===== src/rtl/dau_pkg.sv =====
package dau_pkg;
    localparam int NIB       = 4;
    localparam int BCD_LIMIT = 10;
    localparam int BCD_ADJ   = 6;
endpackage


===== src/rtl/dau_bin_path.sv =====
module dau_bin_path #(
    parameter int W = 8
) (
    input  logic [W-1:0] a,
    input  logic [W-1:0] m,
    input  logic         cin,
    input  logic         sub,
    output logic [W-1:0] sum,
    output logic         cout,
    output logic         ovf
);
    logic [W-1:0] m_eff;
    logic [W:0]   s;
    logic [W-1:0] ov_vec;

    assign m_eff  = sub ? ~m : m;
    assign s      = {1'b0, a} + {1'b0, m_eff} + {{W{1'b0}}, cin};
    assign sum    = s[W-1:0];
    assign cout   = s[W];
    assign ov_vec = (sum ^ a) & (sum ^ m_eff);
    assign ovf    = ov_vec[W-1];
endmodule


===== src/rtl/dau_digit_step.sv =====
module dau_digit_step
    import dau_pkg::*;
(
    input  logic [NIB-1:0] a_n,
    input  logic [NIB-1:0] m_n,
    input  logic           cin,
    input  logic           sub,
    output logic [NIB-1:0] res_n,
    output logic [NIB-1:0] raw_n,
    output logic           cout
);
    logic [NIB:0] s;

    // cin is a carry when adding and a borrow when subtracting
    assign s = sub ? ({1'b0, a_n} - {1'b0, m_n} - {{NIB{1'b0}}, cin})
                   : ({1'b0, a_n} + {1'b0, m_n} + {{NIB{1'b0}}, cin});
    assign raw_n = s[NIB-1:0];

    always_comb begin
        if (sub) begin
            cout  = s[NIB];
            res_n = cout ? raw_n - NIB'(BCD_ADJ) : raw_n;
        end else begin
            cout  = (s >= (NIB+1)'(BCD_LIMIT));
            res_n = cout ? raw_n + NIB'(BCD_ADJ) : raw_n;
        end
    end
endmodule


===== src/rtl/dec_arith_unit.sv =====
module dec_arith_unit
    import dau_pkg::*;
#(
    parameter  int DIGITS = 2,
    localparam int W      = DIGITS * NIB,
    localparam int CW     = $clog2(DIGITS + 1)
) (
    input  logic         clk,
    input  logic         rst_n,
    input  logic         start_i,
    input  logic         sub_i,
    input  logic         dec_i,
    input  logic [W-1:0] a_i,
    input  logic [W-1:0] m_i,
    input  logic         carry_i,
    output logic [W-1:0] res_o,
    output logic         carry_o,
    output logic         ovf_o,
    output logic         neg_o,
    output logic         zero_o,
    output logic         done_o
);
    typedef struct packed {
        logic          busy;
        logic [CW-1:0] cnt;
        logic          sub;
        logic [W-1:0]  a_sh;
        logic [W-1:0]  m_sh;
        logic [W-1:0]  a_full;
        logic [W-1:0]  m_full;
        logic [W-1:0]  acc;
        logic [W-1:0]  part;
        logic          cy;
        logic          dov;
        logic [W-1:0]  res;
        logic          carry;
        logic          ovf;
        logic          done;
    } st_t;

    st_t q, d;

    logic           take, last;
    logic [W-1:0]   src_a, src_m, base_acc, base_part, acc_n, part_n;
    logic [W-1:0]   bin_sum, dsub_diff, dsub_vec, dadd_vec;
    logic [NIB-1:0] nib_res, nib_raw;
    logic           nib_cin, nib_sub, nib_cout, bin_carry, bin_ovf;

    assign take      = start_i && !q.busy;
    assign last      = q.busy && (q.cnt == CW'(DIGITS - 1));
    assign src_a     = q.busy ? q.a_sh : a_i;
    assign src_m     = q.busy ? q.m_sh : m_i;
    assign nib_sub   = q.busy ? q.sub : sub_i;
    assign nib_cin   = q.busy ? q.cy : (sub_i ? ~carry_i : carry_i);
    assign base_acc  = q.busy ? q.acc : '0;
    assign base_part = q.busy ? q.part : '0;
    assign acc_n     = {nib_res, base_acc[W-1:NIB]};
    assign part_n    = {nib_raw, base_part[W-1:NIB]};
    assign dsub_diff = a_i - m_i - {{(W-1){1'b0}}, ~carry_i};
    assign dsub_vec  = (dsub_diff ^ a_i) & (~dsub_diff ^ m_i);
    assign dadd_vec  = (part_n ^ q.a_full) & (part_n ^ q.m_full);

    dau_bin_path #(.W(W)) u_bin (
        .a    (a_i),
        .m    (m_i),
        .cin  (carry_i),
        .sub  (sub_i),
        .sum  (bin_sum),
        .cout (bin_carry),
        .ovf  (bin_ovf)
    );

    dau_digit_step u_dig (
        .a_n   (src_a[NIB-1:0]),
        .m_n   (src_m[NIB-1:0]),
        .cin   (nib_cin),
        .sub   (nib_sub),
        .res_n (nib_res),
        .raw_n (nib_raw),
        .cout  (nib_cout)
    );

    always_comb begin
        d      = q;
        d.done = 1'b0;
        if (take && !dec_i) begin
            d.res   = bin_sum;
            d.carry = bin_carry;
            d.ovf   = bin_ovf;
            d.done  = 1'b1;
        end else if ((take && dec_i) || q.busy) begin
            d.a_sh = src_a >> NIB;
            d.m_sh = src_m >> NIB;
            d.acc  = acc_n;
            d.part = part_n;
            d.cy   = nib_cout;
            if (take) begin
                d.busy   = 1'b1;
                d.cnt    = CW'(1);
                d.sub    = sub_i;
                d.a_full = a_i;
                d.m_full = m_i;
                d.dov    = dsub_vec[W-1];
            end else if (last) begin
                d.busy  = 1'b0;
                d.cnt   = '0;
                d.res   = acc_n;
                d.carry = q.sub ? ~nib_cout : nib_cout;
                d.ovf   = q.sub ? q.dov : dadd_vec[W-1];
                d.done  = 1'b1;
            end else begin
                d.cnt = q.cnt + CW'(1);
            end
        end
    end

    always_ff @(posedge clk or negedge rst_n) begin
        if (!rst_n) q <= '0;
        else        q <= d;
    end

    assign res_o   = q.res;
    assign carry_o = q.carry;
    assign ovf_o   = q.ovf;
    assign neg_o   = q.res[W-1];
    assign zero_o  = (q.res == '0);
    assign done_o  = q.done;
endmodule


===== config.mk =====
export PLATFORM = sky130hd
export DESIGN_NAME = dec_arith_unit
export DESIGN_NICKNAME = d
export VERILOG_FILES = /design/src/rtl/dau_pkg.sv /design/src/rtl/dau_bin_path.sv /design/src/rtl/dau_digit_step.sv /design/src/rtl/dec_arith_unit.sv
export SDC_FILE = /design/constraint.sdc
export NUM_CORES = 1
export LEC_CHECK = 0
export BUFFER_PORTS_ARGS = -buffer_cell sky130_fd_sc_hd__buf_2
export CAP_MARGIN = 25
export CORE_MARGIN = 2
export CORE_UTILIZATION = 59
export DETAILED_ROUTE_END_ITERATION = 8
export PLACE_DENSITY = 0.9
export SLEW_MARGIN = 20
export SYNTH_ARGS = -nofsm -noshare
export SYNTH_HDL_FRONTEND = slang
export SYNTH_SLANG_ARGS = --single-unit
export TNS_END_PERCENT = 1

===== constraint.sdc =====
create_clock -name clk -period 5 [get_ports clk]
set_input_delay 1 -clock clk [delete_from_list [all_inputs] [get_ports clk]]
set_output_delay 1 -clock clk [all_outputs]
set_load 0.005 [all_outputs]

==> flow_summary.rst <==
.. list-table::
   :header-rows: 1

   * - Metric
     - Value
   * - Status
     - completed
   * - Setup Skew
     - 0.007481 ns
   * - Sum of net half-perimeters after detailed placement
     - 5071 um
   * - Layout cell share with drive strength beyond 1
     - 17.01%
   * - Number of instances in the synthesized netlist
     - 317
   * - Path category of the worst min-delay check
     - reg2reg
   * - Longest individual stage delay on the worst path
     - 0.47 ns
   * - Number of stages on the worst setup path
     - 14
   * - Data required time at the worst endpoint
     - 5.18 ns
   * - Final count of pins violating max slew
     - 0
   * - Initial antenna violation count
     - 0
   * - Count of instances resized after the clock tree is built
     - 0
   * - Number of buffers on the longest clock path
     - 2
   * - Critical Path End Type
     - flop
   * - Top delay family on crit path
     - compound AO/OA/AOI/OAI gates
   * - Number of sinks on the clock net
     - 31
   * - Maximum clock frequency
     - 0.2412 GHz
   * - CP Launch Type
     - input pin
   * - Number of flops mapped to enable cells by yosys
     - 0
   * - Count of synthesis-stage warnings from yosys
     - 0
   * - Pin count of the biggest net entering global routing
     - 32
   * - Buffer count from post-CTS setup fixing
     - 0
   * - Number of nets with antenna violations after routing
     - 0
   * - Number of global-route vias before repair
     - 2298
   * - Number of cells in the design after placement
     - 385
   * - Worst Path Buf+Inv
     - 4
   * - Relative slew slack
     - 40.76%
   * - Slew @ Worst Pin
     - 0.8853 ns
   * - Syn nets
     - 372
   * - Number of distinct library cells after synthesis
     - 59
   * - Number of hold buffers added after CTS
     - 0
   * - Number of buffers added by the clock tree synthesis step
     - 5
   * - Global-route wire length before repair
     - 10960 um
   * - Post-layout net count
     - 395
   * - Number of hold violations in the final report
     - 0
   * - Std cell rows
     - 24
   * - Clk slew on worst S/H paths
     - 0.07 ns
   * - Crit Reg-Reg Startpoint
     - q[64]
   * - #FFs+latches synth
     - 31
   * - Pre-Repair DR Iteration Count
     - 5
   * - Cell types occupying the most area after synthesis
     - sky130_fd_sc_hd__dfrtp_1 (28%), sky130_fd_sc_hd__ha_1 (12%), sky130_fd_sc_hd__nand2_1 (5.8%)
   * - Number of I/O pins
     - 35
   * - Sum of routed wire length over all layers
     - 6508 um
   * - Die X-Extent
     - 72.68 um
   * - Async set-or-reset flop fraction in the synthesized netlist
     - 100.0%
   * - Clock root buffer master
     - sky130_fd_sc_hd__clkbuf_8
   * - DRT iter0 DRCs
     - 183
   * - RSZ-0062 raised after global routing
     - false
   * - Power per cell area
     - 520.7 mW/mm^2
   * - Cell taking the most area after synthesis
     - sky130_fd_sc_hd__dfrtp_1
   * - Data arrival time at the worst-slack endpoint
     - 4.32 ns
   * - Core Area
     - 0.004444 mm^2
   * - Number of input and output port buffers inserted
     - 34
   * - Commonest non-fill, non-tap cell in the layout
     - sky130_fd_sc_hd__nand2_1
   * - Max stage delay cell, worst path
     - sky130_fd_sc_hd__fa_1
   * - Total global routing overflow
     - 0
   * - Relative area change from synthesis to final layout
     - 8.903%
   * - Fin crit period
     - 4.147 ns
   * - Crit path cell chain
     - buf_2 -> xnor2_1 -> o21ai_0 -> inv_1 -> fa_1 -> fa_1 -> a21oi_1 -> inv_1 -> ha_1 -> inv_1 -> a31oi_4 -> o21ai_4 -> mux2i_1 -> o21ai_1
   * - Latest clock arrival within the worst-skew pair
     - 0.29 ns
   * - Worst flop-to-flop path endpoint
     - res_o[6]
   * - Largest fanout on the critical path
     - 12
   * - Reported max-cap violation count
     - 0
   * - Path type of the worst setup path
     - in2reg
   * - Initial Util
     - 62.61%
   * - Die Span Y
     - 72.68 um
   * - Commonest cells after routing, fill and taps aside
     - sky130_fd_sc_hd__nand2_1 (43), sky130_fd_sc_hd__inv_1 (38), sky130_fd_sc_hd__buf_2 (34), sky130_fd_sc_hd__dfrtp_1 (31), sky130_fd_sc_hd__ha_1 (27)
   * - Worst setup path startpoint
     - sub_i
   * - Number of failing setup endpoints in the final timing report
     - 0
   * - Mapped Area
     - 0.002783 mm^2
   * - Mean instance size in the synthesized netlist
     - 8.778 um^2
   * - Worst setup path endpoint
     - res_o[6]
   * - Worst IR drop on VDD
     - 0.2869 mV
   * - Area of the die
     - 0.005282 mm^2
   * - Inserted Diodes
     - 0
   * - Filler-free cell count of the finished design
     - 393
   * - Clock tree from TritonCTS
     - yes
   * - Routed via count divided by cell count
     - 5.990
   * - Share of Yosys cell area claimed by the top area cell type
     - 27.88%
   * - Last weighted congestion value of the routability-driven placer
     - 0.9138
   * - Overall routing resource usage
     - 27.40%
   * - Most used cell along the critical path
     - sky130_fd_sc_hd__inv_1
   * - Top flip-flop cell by instance count after synthesis
     - sky130_fd_sc_hd__dfrtp_1
   * - Remaining DRCs
     - 0
   * - Count of cells along the worst register-to-register path
     - 13
   * - Portion of the post-synthesis area used by sequential elements
     - 27.88%
   * - Setup TNS
     - 0 ns
   * - Routed length per placed instance
     - 16.56 um
   * - Leakage power
     - 1.523 nW
   * - H-tree levels
     - 2
   * - Final period utilization
     - 82.93%
   * - Total via count after detailed routing
     - 2354
   * - Flop2flop setup slack
     - 1.14 ns
-- report_power, final --
group	internal [W]	switching (W)
logic	0.000385	0.000506
clock network	0.000161	0.000100
registers	0.000345	0.0000807
total	0.000891	0.000687
-- layer usage --
metal,vias up,track usage [%],share of wire (%)
met4,0,10.08,2.5
met3,19,5.110,6.7
li1,1127,-,-
met2,101,47.27,48
met1,1107,34.13,42
met5,-,0,0
-- final cells by class --
class,instances,area (um^2)
Tap cell,52,65.06
Clock buffer,6,82.58
Fill cell,357,1414
Timing Repair Buffer,35,177.7
Sequential cell,31,775.7
Multi-Input combinational cell,228,1748
Clock inverter,2,35.03
Inverter,39,146.4
-- worst min-delay path by stage --
stage               startpoint  cells after the start     to  slack, ns
finish                   q[56]                      2  q[56]       0.48
global route             q[56]                      2  q[56]       0.52
detailed placement       q[48]                      2  q[48]       0.46
global placement         q[48]                      2  q[48]       0.46
floorplan                q[48]                      2  q[48]       0.44
CTS                      q[56]                      2  q[56]       0.48
-- sequential cells by signal, summed over array words and instances, names as in the netlist --
register / count
res_o: 8
carry_o: 1
q: 20
ovf_o: 1
done_o: 1
-- through the flow --
step                total power [W]  hold slack [ns]  worst slack, ns  util, %  cell area (um^2)
floorplan                  0.001128           0.4403            1.035        -              2783
global placement           0.001266           0.4554           0.7970    65.54              2913
detailed placement         0.001299           0.4603           0.5850    65.54              2913
CTS                        0.001573           0.4815           0.8937    68.19              3030
global route               0.001708           0.5245           0.5896    68.19              3030
finish                     0.001578           0.4768           0.8533    68.19              3030
-- worst reg2reg max path: cells and delay by family, from the launching register on --
family | cells | cell delay (ns)
DFF | 1 | 0.75
adders and majority gates | 3 | 1.02
muxes | 2 | 0.74
AOI/OAI and AO/OA | 4 | 0.82
and+or+nand+nor | 1 | 0.06
buffers and inverters | 3 | 0.36
-- synth_stat cells, types with 2 or more instances --
cell / instances
sky130_fd_sc_hd__a211o_1: 2
sky130_fd_sc_hd__a21o_1: 2
sky130_fd_sc_hd__a21oi_1: 6
sky130_fd_sc_hd__a221o_1: 4
sky130_fd_sc_hd__a22oi_1: 4
sky130_fd_sc_hd__a32oi_1: 2
sky130_fd_sc_hd__and2_1: 2
sky130_fd_sc_hd__and3_1: 2
sky130_fd_sc_hd__buf_2: 2
sky130_fd_sc_hd__buf_4: 8
sky130_fd_sc_hd__clkbuf_1: 6
sky130_fd_sc_hd__dfrtp_1: 31
sky130_fd_sc_hd__fa_1: 6
sky130_fd_sc_hd__ha_1: 27
sky130_fd_sc_hd__inv_1: 38
sky130_fd_sc_hd__mux2_2: 5
sky130_fd_sc_hd__mux2i_1: 8
sky130_fd_sc_hd__nand2_1: 43
sky130_fd_sc_hd__nand2b_1: 3
sky130_fd_sc_hd__nand3_1: 5
sky130_fd_sc_hd__nand3b_1: 10
sky130_fd_sc_hd__nor2_1: 14
sky130_fd_sc_hd__nor2b_1: 3
sky130_fd_sc_hd__nor3_1: 5
sky130_fd_sc_hd__nor3b_1: 2
sky130_fd_sc_hd__o2111ai_1: 2
sky130_fd_sc_hd__o21a_1: 6
sky130_fd_sc_hd__o21ai_0: 20
sky130_fd_sc_hd__o21ai_1: 3
sky130_fd_sc_hd__or3_1: 2
sky130_fd_sc_hd__or4_1: 3
sky130_fd_sc_hd__xnor2_1: 7
sky130_fd_sc_hd__xor2_1: 8
-- logic make-up (layout without fill, tap and decap cells) --
| group | Yosys count | in the layout | synth area share [%] |
|---|---|---|---|
| and+or+nand+nor | 100 | 100 | 18.16 |
| AOI/OAI and AO/OA | 65 | 65 | 17.18 |
| buffers and inverters | 58 | 82 | 9.307 |
| adders and majority gates | 33 | 33 | 16.46 |
| DFF | 31 | 31 | 27.88 |
| xor gates and xnor gates | 16 | 16 | 5.306 |
| muxes | 14 | 14 | 5.710 |
Power figures use the tool's default switching activity.
